$ cat config.mk
export PLATFORM = sky130hd
export DESIGN_NAME = trip_relay_ctrl
export DESIGN_NICKNAME = d
export VERILOG_FILES = /design/src/rtl/trip_pkg.sv /design/src/rtl/trip_datapath.sv /design/src/rtl/trip_control.sv /design/src/rtl/trip_relay_ctrl.sv
export SDC_FILE = /design/constraint.sdc
export NUM_CORES = 1
export LEC_CHECK = 0
export CORE_ASPECT_RATIO = 0.5
export CORE_UTILIZATION = 55
export CTS_CLUSTER_DIAMETER = 30
export CTS_CLUSTER_SIZE = 8
export DETAILED_ROUTE_END_ITERATION = 16
export PLACE_DENSITY = 0.74
export SLEW_MARGIN = 20
export SYNTH_ARGS = -nofsm -noshare
export SYNTH_HDL_FRONTEND = slang
export SYNTH_SLANG_ARGS = --single-unit
$ cat constraint.sdc
create_clock -name clk -period 2.5 [get_ports clk]
set_input_delay 0.375 -clock clk [delete_from_list [all_inputs] [get_ports clk]]
set_output_delay 0.375 -clock clk [all_outputs]
set_load 0.01 [all_outputs]
$ cat src/rtl/trip_pkg.sv
package trip_pkg;
  localparam int NUM_PH = 3;

  typedef enum logic [1:0] {
    REL_NONE      = 2'd0,
    REL_CURRENT   = 2'd1,
    REL_IMMEDIATE = 2'd2,
    REL_DELAYED   = 2'd3
  } rel_mode_e;

  typedef enum logic [1:0] {
    PH_OFF,
    PH_ON,
    PH_WAIT_CUR,
    PH_DELAY
  } phase_st_e;

  typedef struct packed {
    logic [NUM_PH-1:0] delayLoad;
    logic [NUM_PH-1:0] delayRun;
  } trip_strobe_t;
endpackage

$ cat src/rtl/trip_datapath.sv
module trip_datapath
  import trip_pkg::*;
#(
  parameter int CYC_PER_MS   = 100000,
  parameter int REL_DELAY_MS = 100
) (
  input  logic              clk,
  input  logic              rstN,
  input  logic [NUM_PH-1:0] tripReqN,
  input  trip_strobe_t      strobe,
  output logic [NUM_PH-1:0] tripAct,
  output logic [NUM_PH-1:0] delayDone
);
  localparam int HALF_CYC = CYC_PER_MS / 2;
  localparam int DIV_W    = (HALF_CYC > 1) ? $clog2(HALF_CYC) : 1;
  localparam int DLY_W    = $clog2(REL_DELAY_MS + 1);
  localparam logic [DIV_W-1:0] DIV_LAST = DIV_W'(HALF_CYC - 1);
  localparam logic [DLY_W-1:0] DLY_LAST = DLY_W'(REL_DELAY_MS - 1);

  logic [DIV_W-1:0] divCnt;
  logic             halfTick;
  logic             msPhase;
  logic             msTick;

  always_ff @(posedge clk or negedge rstN) begin
    if (!rstN) begin
      divCnt  <= '0;
      msPhase <= 1'b0;
    end else if (divCnt == DIV_LAST) begin
      divCnt  <= '0;
      msPhase <= ~msPhase;
    end else begin
      divCnt <= divCnt + 1'b1;
    end
  end

  assign halfTick = (divCnt == DIV_LAST);
  assign msTick   = halfTick && msPhase;

  logic [NUM_PH-1:0] rawQ;
  always_ff @(posedge clk or negedge rstN) begin
    if (!rstN) rawQ <= '0;
    else       rawQ <= ~tripReqN;
  end

  for (genvar p = 0; p < NUM_PH; p++) begin : g_phase
    logic             bounceCnt;
    logic [DLY_W-1:0] dlyCnt;

    always_ff @(posedge clk or negedge rstN) begin
      if (!rstN) begin
        tripAct[p] <= 1'b0;
        bounceCnt  <= 1'b0;
      end else if (halfTick) begin
        if (rawQ[p] != tripAct[p]) begin
          if (bounceCnt) begin
            tripAct[p] <= rawQ[p];
            bounceCnt  <= 1'b0;
          end else begin
            bounceCnt <= 1'b1;
          end
        end else begin
          bounceCnt <= 1'b0;
        end
      end
    end

    always_ff @(posedge clk or negedge rstN) begin
      if (!rstN)                    dlyCnt <= '0;
      else if (strobe.delayLoad[p]) dlyCnt <= '0;
      else if (strobe.delayRun[p] && msTick && dlyCnt != DLY_LAST)
        dlyCnt <= dlyCnt + 1'b1;
    end

    assign delayDone[p] = strobe.delayRun[p] && msTick && (dlyCnt == DLY_LAST);

    a_r4_change_on_tick: assert property (@(posedge clk) disable iff (!rstN)
      !halfTick |=> $stable(tripAct[p]))
      else $error("R4: debounced request moved off a tick");

    a_r8_delay_in_range: assert property (@(posedge clk) disable iff (!rstN)
      dlyCnt <= DLY_LAST)
      else $error("R8: delay counter beyond limit");
  end
endmodule

$ cat src/rtl/trip_control.sv
module trip_control
  import trip_pkg::*;
(
  input  logic              clk,
  input  logic              rstN,
  input  logic [NUM_PH-1:0] tripAct,
  input  logic [NUM_PH-1:0] senseCur,
  input  logic [NUM_PH-1:0] delayDone,
  input  logic              tripDisable,
  input  logic              cfgValid,
  input  logic              cfgThreePole,
  input  logic [1:0]        cfgRelMode,
  output trip_strobe_t      strobe,
  output logic [NUM_PH-1:0] relayOn,
  output logic              disableLed
);
  logic      cfgLoaded;
  logic      threePole;
  rel_mode_e relMode;

  always_ff @(posedge clk or negedge rstN) begin
    if (!rstN) begin
      cfgLoaded <= 1'b0;
      threePole <= 1'b0;
      relMode   <= REL_NONE;
    end else if (cfgValid && cfgRelMode != 2'd0) begin
      cfgLoaded <= 1'b1;
      threePole <= cfgThreePole;
      relMode   <= rel_mode_e'(cfgRelMode);
    end
  end

  logic              blocked;
  logic [NUM_PH-1:0] req;

  assign blocked    = !cfgLoaded || tripDisable;
  assign disableLed = blocked;
  assign req        = threePole ? {NUM_PH{|tripAct}} : tripAct;

  for (genvar p = 0; p < NUM_PH; p++) begin : g_phase
    phase_st_e stQ, stD;

    always_comb begin
      stD                = stQ;
      strobe.delayLoad[p] = 1'b0;
      strobe.delayRun[p]  = (stQ == PH_DELAY);
      if (blocked) begin
        stD = PH_OFF;
      end else begin
        unique case (stQ)
          PH_OFF: if (req[p]) stD = PH_ON;
          PH_ON: if (!req[p]) begin
            unique case (relMode)
              REL_CURRENT:  stD = senseCur[p] ? PH_WAIT_CUR : PH_OFF;
              REL_DELAYED: begin
                stD                 = PH_DELAY;
                strobe.delayLoad[p] = 1'b1;
              end
              default:      stD = PH_OFF;
            endcase
          end
          PH_WAIT_CUR: begin
            if (req[p])           stD = PH_ON;
            else if (!senseCur[p]) stD = PH_OFF;
          end
          PH_DELAY: begin
            if (req[p])            stD = PH_ON;
            else if (delayDone[p]) stD = PH_OFF;
          end
          default: stD = PH_OFF;
        endcase
      end
    end

    always_ff @(posedge clk or negedge rstN) begin
      if (!rstN) stQ <= PH_OFF;
      else       stQ <= stD;
    end

    assign relayOn[p] = (stQ != PH_OFF);

    a_r5_disable_drops: assert property (@(posedge clk) disable iff (!rstN)
      tripDisable |=> !relayOn[p])
      else $error("R5: output on after disable");

    a_r10_unloaded_off: assert property (@(posedge clk) disable iff (!rstN)
      !cfgLoaded |-> !relayOn[p])
      else $error("R10: output on before load");

    a_r6_immediate_drop: assert property (@(posedge clk) disable iff (!rstN)
      (relMode == REL_IMMEDIATE && stQ == PH_ON && !req[p]) |=> !relayOn[p])
      else $error("R6: immediate release late");

    a_r7_hold_on_current: assert property (@(posedge clk) disable iff (!rstN)
      (relMode == REL_CURRENT && relayOn[p] && senseCur[p] && !blocked) |=> relayOn[p])
      else $error("R7: dropped with current");

    a_r9_cancel_delay: assert property (@(posedge clk) disable iff (!rstN)
      (stQ == PH_DELAY && req[p] && !blocked) |=> relayOn[p])
      else $error("R9: delay not cancelled");
  end

  a_r3_fan_out: assert property (@(posedge clk) disable iff (!rstN)
    (threePole && !blocked && |tripAct) |=> &relayOn)
    else $error("R3: three-pole fan-out missing");
endmodule

$ cat src/rtl/trip_relay_ctrl.sv
module trip_relay_ctrl
  import trip_pkg::*;
#(
  parameter int CYC_PER_MS   = 100000,
  parameter int REL_DELAY_MS = 100
) (
  input  logic       clk,
  input  logic       rstN,
  input  logic [2:0] tripReqN,
  input  logic [2:0] senseCur,
  input  logic       tripDisable,
  input  logic       cfgValid,
  input  logic       cfgThreePole,
  input  logic [1:0] cfgRelMode,
  output logic [2:0] relayOn,
  output logic       disableLed
);
  trip_strobe_t      strobe;
  logic [NUM_PH-1:0] tripAct;
  logic [NUM_PH-1:0] delayDone;

  trip_datapath #(
    .CYC_PER_MS  (CYC_PER_MS),
    .REL_DELAY_MS(REL_DELAY_MS)
  ) u_dp (
    .clk      (clk),
    .rstN     (rstN),
    .tripReqN (tripReqN),
    .strobe   (strobe),
    .tripAct  (tripAct),
    .delayDone(delayDone)
  );

  trip_control u_ctrl (
    .clk         (clk),
    .rstN        (rstN),
    .tripAct     (tripAct),
    .senseCur    (senseCur),
    .delayDone   (delayDone),
    .tripDisable (tripDisable),
    .cfgValid    (cfgValid),
    .cfgThreePole(cfgThreePole),
    .cfgRelMode  (cfgRelMode),
    .strobe      (strobe),
    .relayOn     (relayOn),
    .disableLed  (disableLed)
  );
endmodule

Word level (Yosys, flattened, before mapping) --
Index checks and enable logic that the tools add are counted.
Word-level totals: bits in registers 57, input port bits 13, output and inout port bits 4, word-level logic and storage cells 141
Operators by class: add/sub/neg operators 4, equal/unequal tests 33, multiplexer cells 54, bitwise operators 2, reductions and logical operators 30
Operator list (count):
- $mux W2 | 24
- $mux W7 | 6
- $ne A4 B3 Y1 const B | 6
- $pmux W2 S4 | 3
- $add A7 B1 Y7 const B | 3
- $eq A7 B7 Y1 const B | 3
- $ne A7 B7 Y1 const B | 3
- $add A16 B1 Y16 const B | 1
- $eq A16 B16 Y1 const B | 1
- $mux W1 | 16
- $mux W16 | 1
- $eq A2 B2 Y1 const B | 7
- $reduce_bool A2 Y1 | 7
- $pmux W2 S2 | 3
- $reduce_and A4 Y1 | 3
- $logic_and A1 B1 Y1 | 11
- $ne A3 B2 Y1 const B | 3
- $ne A3 B3 Y1 const B | 3
- $reduce_and A3 Y1 | 3
- $eq A2 B1 Y1 const B | 4
- $logic_not A2 Y1 | 3
- $mux W3 | 1
- $ne A1 B1 Y1 | 3
- $not A3 Y3 | 1
- other kinds (4) | 4

Depth between registers and ports, before layout --
depth in word-level cells 8, mapped depth 6, depth with buffers taken out 5

Modules after synthesis --
From an unflattened synthesis, not the netlist that was laid out.
Second synthesis, totals: cell total of the unflattened synthesis 304, area total of the unflattened synthesis 2995.4 sq um
By module, submodules not included:
- trip_datapath | instances 1, cells an instance 238, area each 2397.3 sq um, sequential area each 1176.1 sq um
- trip_control | instances 1, cells an instance 66, area each 598.1 sq um, sequential area each 250.2 sq um

Worst setup path before layout --
No wires, ideal clock.
path type register to register, start register u_dp.divCnt[11], end register u_dp.g_phase[1].dlyCnt[6], setup time 0.078 ns, data arrival time 2.126 ns, data required time 2.422 ns, path slack 0.297 ns, stages on the path, launching flop included 5, period minus slack after synthesis 2.203 ns, cells stage by stage dfrtp_1 or4b_4 or4_4 or4_1 a21oi_1
Between the ends: cells in the longest elaborated chain, start to end 5
Ends and longest elaborated chain:
- start: declaration | RTL line trip_datapath.sv:20 | logic [DIV_W-1:0] divCnt;
- start signal: assignment | RTL line trip_datapath.sv:33 | divCnt <= divCnt + 1'b1;
- $eq A16 B16 Y1 | RTL line trip_datapath.sv:37 | assign halfTick = (divCnt == DIV_LAST);
- $logic_and A1 B1 Y1 | RTL line trip_datapath.sv:38 | assign msTick = halfTick && msPhase;
- $logic_and A1 B1 Y1 (2 in series) | RTL line trip_datapath.sv:71 | else if (strobe.delayRun[p] && msTick && dlyCnt != DLY_LAST)
- $reduce_bool A2 Y1 (no source line)
- end signal: assignment | RTL line trip_datapath.sv:72 | dlyCnt <= dlyCnt + 1'b1;
- end: declaration | RTL line trip_datapath.sv:48 | logic [DLY_W-1:0] dlyCnt;
Every way passes these cells. A chain may end at the register's enable or synchronous reset.

Worst setup path after layout --
Ends and elaborated chain as after synthesis.

==> results.toml <==
[timing]
setup_viol = 0
final.setup.tns_ns = 0
rsz0062_at_grt = "false"
skew_ns = 0.00910
hold_violations = 0
fmax_mhz = 419
max_slew_margin = 0.505
fin_crit_ns = 2.38
maxSlewViolCount = 0
worstMarginPinSlew_ns = 0.736
period_share = 0.954

[synthesis]
yosysMostFrequentCell = "dfrtp_1"
postSynthCellCount = 293
synth_area_leader_cell = "dfrtp_1"
synth.top_cell.area_share = 0.487
synth.avg_cell_area_um2 = 10.0
synthTopCellsByArea = "dfrtp_1, nand2_1, or4_1"
synthTopCellsByCount = "dfrtp_1, nand2_1, a21oi_1"
synthFlopType = "dfrtp_1"
syn_area_um2 = 2930
seq_area_frac_synth = 0.487
synth.net_count = 310
synth_edf_count = 0
synthArstFlopShare = 1.00
yosys.cell_types.count = 42
synth-seq-cells = 57
synth_warnings = 0

[die]
core_um2 = 5020
die_area_um2 = 5640
die_x_um = 105
die_h_um = 53.6
initial_utilization = 0.584
std_cell_rows = 18
io_pins = 17

[routing]
drt_drc_violations_left = 0
vias = 2401
ant_nets = 0
wire_per_inst_um = 15.6
dr.pass1.iters = 4
via_per_inst = 6.06
initialDrtViolationCount = 116
wl_mm = 6.18

[setup_path]
path_class = "register to register"
critPathTopFamily = "simple AND/OR/NAND/NOR gates"
reg2reg_depth = 4
arrival_ns = 2.65
start_kind = "register"
max_stage_delay_ns = 0.64
path_depth = 4
cp_slowest_cell = "or4_4"
required_ns = 2.77
path_buf_inv = 0
end_kind = "register"
crit_chain = "or4b_4 > or4_4 > or4_1 > a21oi_1"
cp_max_fo = 13

[power]
p_leak_nw = 1.44
irDropWorstVdd_uv = 486
p_total_w = 0.00200
p_per_area_nw_per_um2 = 582

[grt]
antenna_found_initial = 0
grt_max_degree = 23
gr-usage-all-layers = 0.247
grt_first_pass_wirelength_mm = 10.3
grt_overflow_total = 0
grt_pass1_vias = 2187

[cts]
clk_latency_ns = 0.34
post_cts_resized = 0
cts-root-buf = "clkbuf_8"
post_cts_buffers = 0
clk_path_buf_depth = 2
cts_sinks = 57
cts_max_level = 3
hold_buffers = 1
cts_tree = "done"
numCtsBuffers = 9
clk_pin_slew_ns = 0.07

[layout]
diodes = 0
instances_no_fill = 396
final.fill_count = 398
nets = 339
multi_input_area_um2 = 1440
seq_area_um2 = 1430
final_util = 0.684
area_growth_syn_to_layout_pct = 17.2
drive_gt1_frac = 0.117

[placed_design]
port_buffers = 16
gp_congestion = 0.813
place_hpwl_mm = 4.35
dp.cells = 380

[status]
outcome = "finished, final reports clean"

[job]
maxCapViolCount = 0

[min_path]
hold_class = "input pin to async pin"
==> flip-flops by register name, indices dropped and copies added (netlist names) <==
name / count
u_dp.rawQ: 3
u_dp.msPhase: 1
u_ctrl.cfgLoaded: 1
u_dp.g_phase.dlyCnt: 21
u_ctrl.g_phase.stQ: 6
u_dp.g_phase.bounceCnt: 3
u_ctrl.relMode: 2
u_ctrl.threePole: 1
u_dp.tripAct: 3
u_dp.divCnt: 16
==> power by group <==
part / leakage (nW) / internal [W] / total, W / switching (W)
Clock: 0.116 / 0.000638 / 0.000993 / 0.000355
Sequential: 0.658 / 0.000931 / 0.000941 / 0.00000979
Combinational: 0.664 / 0.0000299 / 0.0000645 / 0.0000346
Total: 1.44 / 0.00160 / 0.00200 / 0.000400
==> cell families (layout without fill, tap and decap cells) <==
group,count (synthesis),count (layout),share of synthesized area
compound gates,65,65,0.142
xor+xnor,17,17,0.0508
fa+ha+maj,4,4,0.0171
buf+inv,16,49,0.0256
flops,57,57,0.487
mux,5,5,0.0184
simple gates,129,129,0.260
==> path summary, 6_finish.rpt <==
kind,from,end,slack [ns]
setup / recovery,u_dp.divCnt[11]$_DFF_PN0_,u_dp.g_phase[1].dlyCnt[6]$_DFFE_PN0P_,0.12
max in group asynchronous,rstN,u_dp.divCnt[3]$_DFF_PN0_,1.40
min in group clk,u_ctrl.cfgLoaded$_DFFE_PN0P_,u_ctrl.cfgLoaded$_DFFE_PN0P_,0.49
hold / removal,rstN,u_dp.g_phase[1].dlyCnt[0]$_DFFE_PN0P_,0.47
setup reg to reg,u_dp.divCnt[11]$_DFF_PN0_,u_dp.g_phase[1].dlyCnt[6]$_DFFE_PN0P_,0.12
hold reg to reg,u_ctrl.cfgLoaded$_DFFE_PN0P_,u_ctrl.cfgLoaded$_DFFE_PN0P_,0.49
==> metrics by stage <==
step	hold slack, ns	worst slack (ns)	area, µm²
after global placement	0.308	0.168	3200
after floorplan	0.0794	0.297	2930
final	0.473	0.115	3430
after global routing	0.489	0.00512	3430
after detailed placement	0.314	0.124	3200
after CTS	0.468	0.112	3430
==> metal layers <==
layer	track usage	wire length [µm]	up-vias
met5	0	0	-
met4	0.0939	53	0
met3	0.103	315	8
met2	0.378	2860	56
met1	0.319	2950	1171
li1	-	-	1166
==> layout by cell type, fill, tap and decap left out, types with 2 or more instances in the layout <==
cell type / n
dfrtp_1: 57
nand2_1: 28
a21oi_1: 19
clkdlybuf4s50_1: 15
or4_1: 14
nand4_1: 13
o31ai_1: 13
o21ai_0: 12
clkbuf_8: 12
xnor2_1: 11
nor2_1: 11
inv_1: 10
nand3_1: 8
nand4b_1: 8
nor3_1: 8
and3_1: 7
buf_4: 7
xor2_1: 6
nor4_1: 5
nor2b_1: 5
or2_2: 4
o211ai_1: 4
or3_1: 4
ha_1: 4
and2_1: 3
a21o_1: 3
a31o_2: 3
mux2_2: 3
or4b_4: 2
and4_1: 2
nand2b_1: 2
o21a_1: 2
a31oi_1: 2
mux2i_1: 2
o311ai_0: 2
o22ai_1: 2
bufinv_16: 2
==> area by class of cell <==
class	instances	share of cell area
Clock buffer	13	0.0492
Clock inverter	2	0.0175
Inverter	10	0.0109
Multi-Input combinational cell	220	0.418
Sequential cell	57	0.415
Tap cell	70	0.0255
Timing Repair Buffer	24	0.0634
Note: power is estimated with default switching activity, not from simulation.
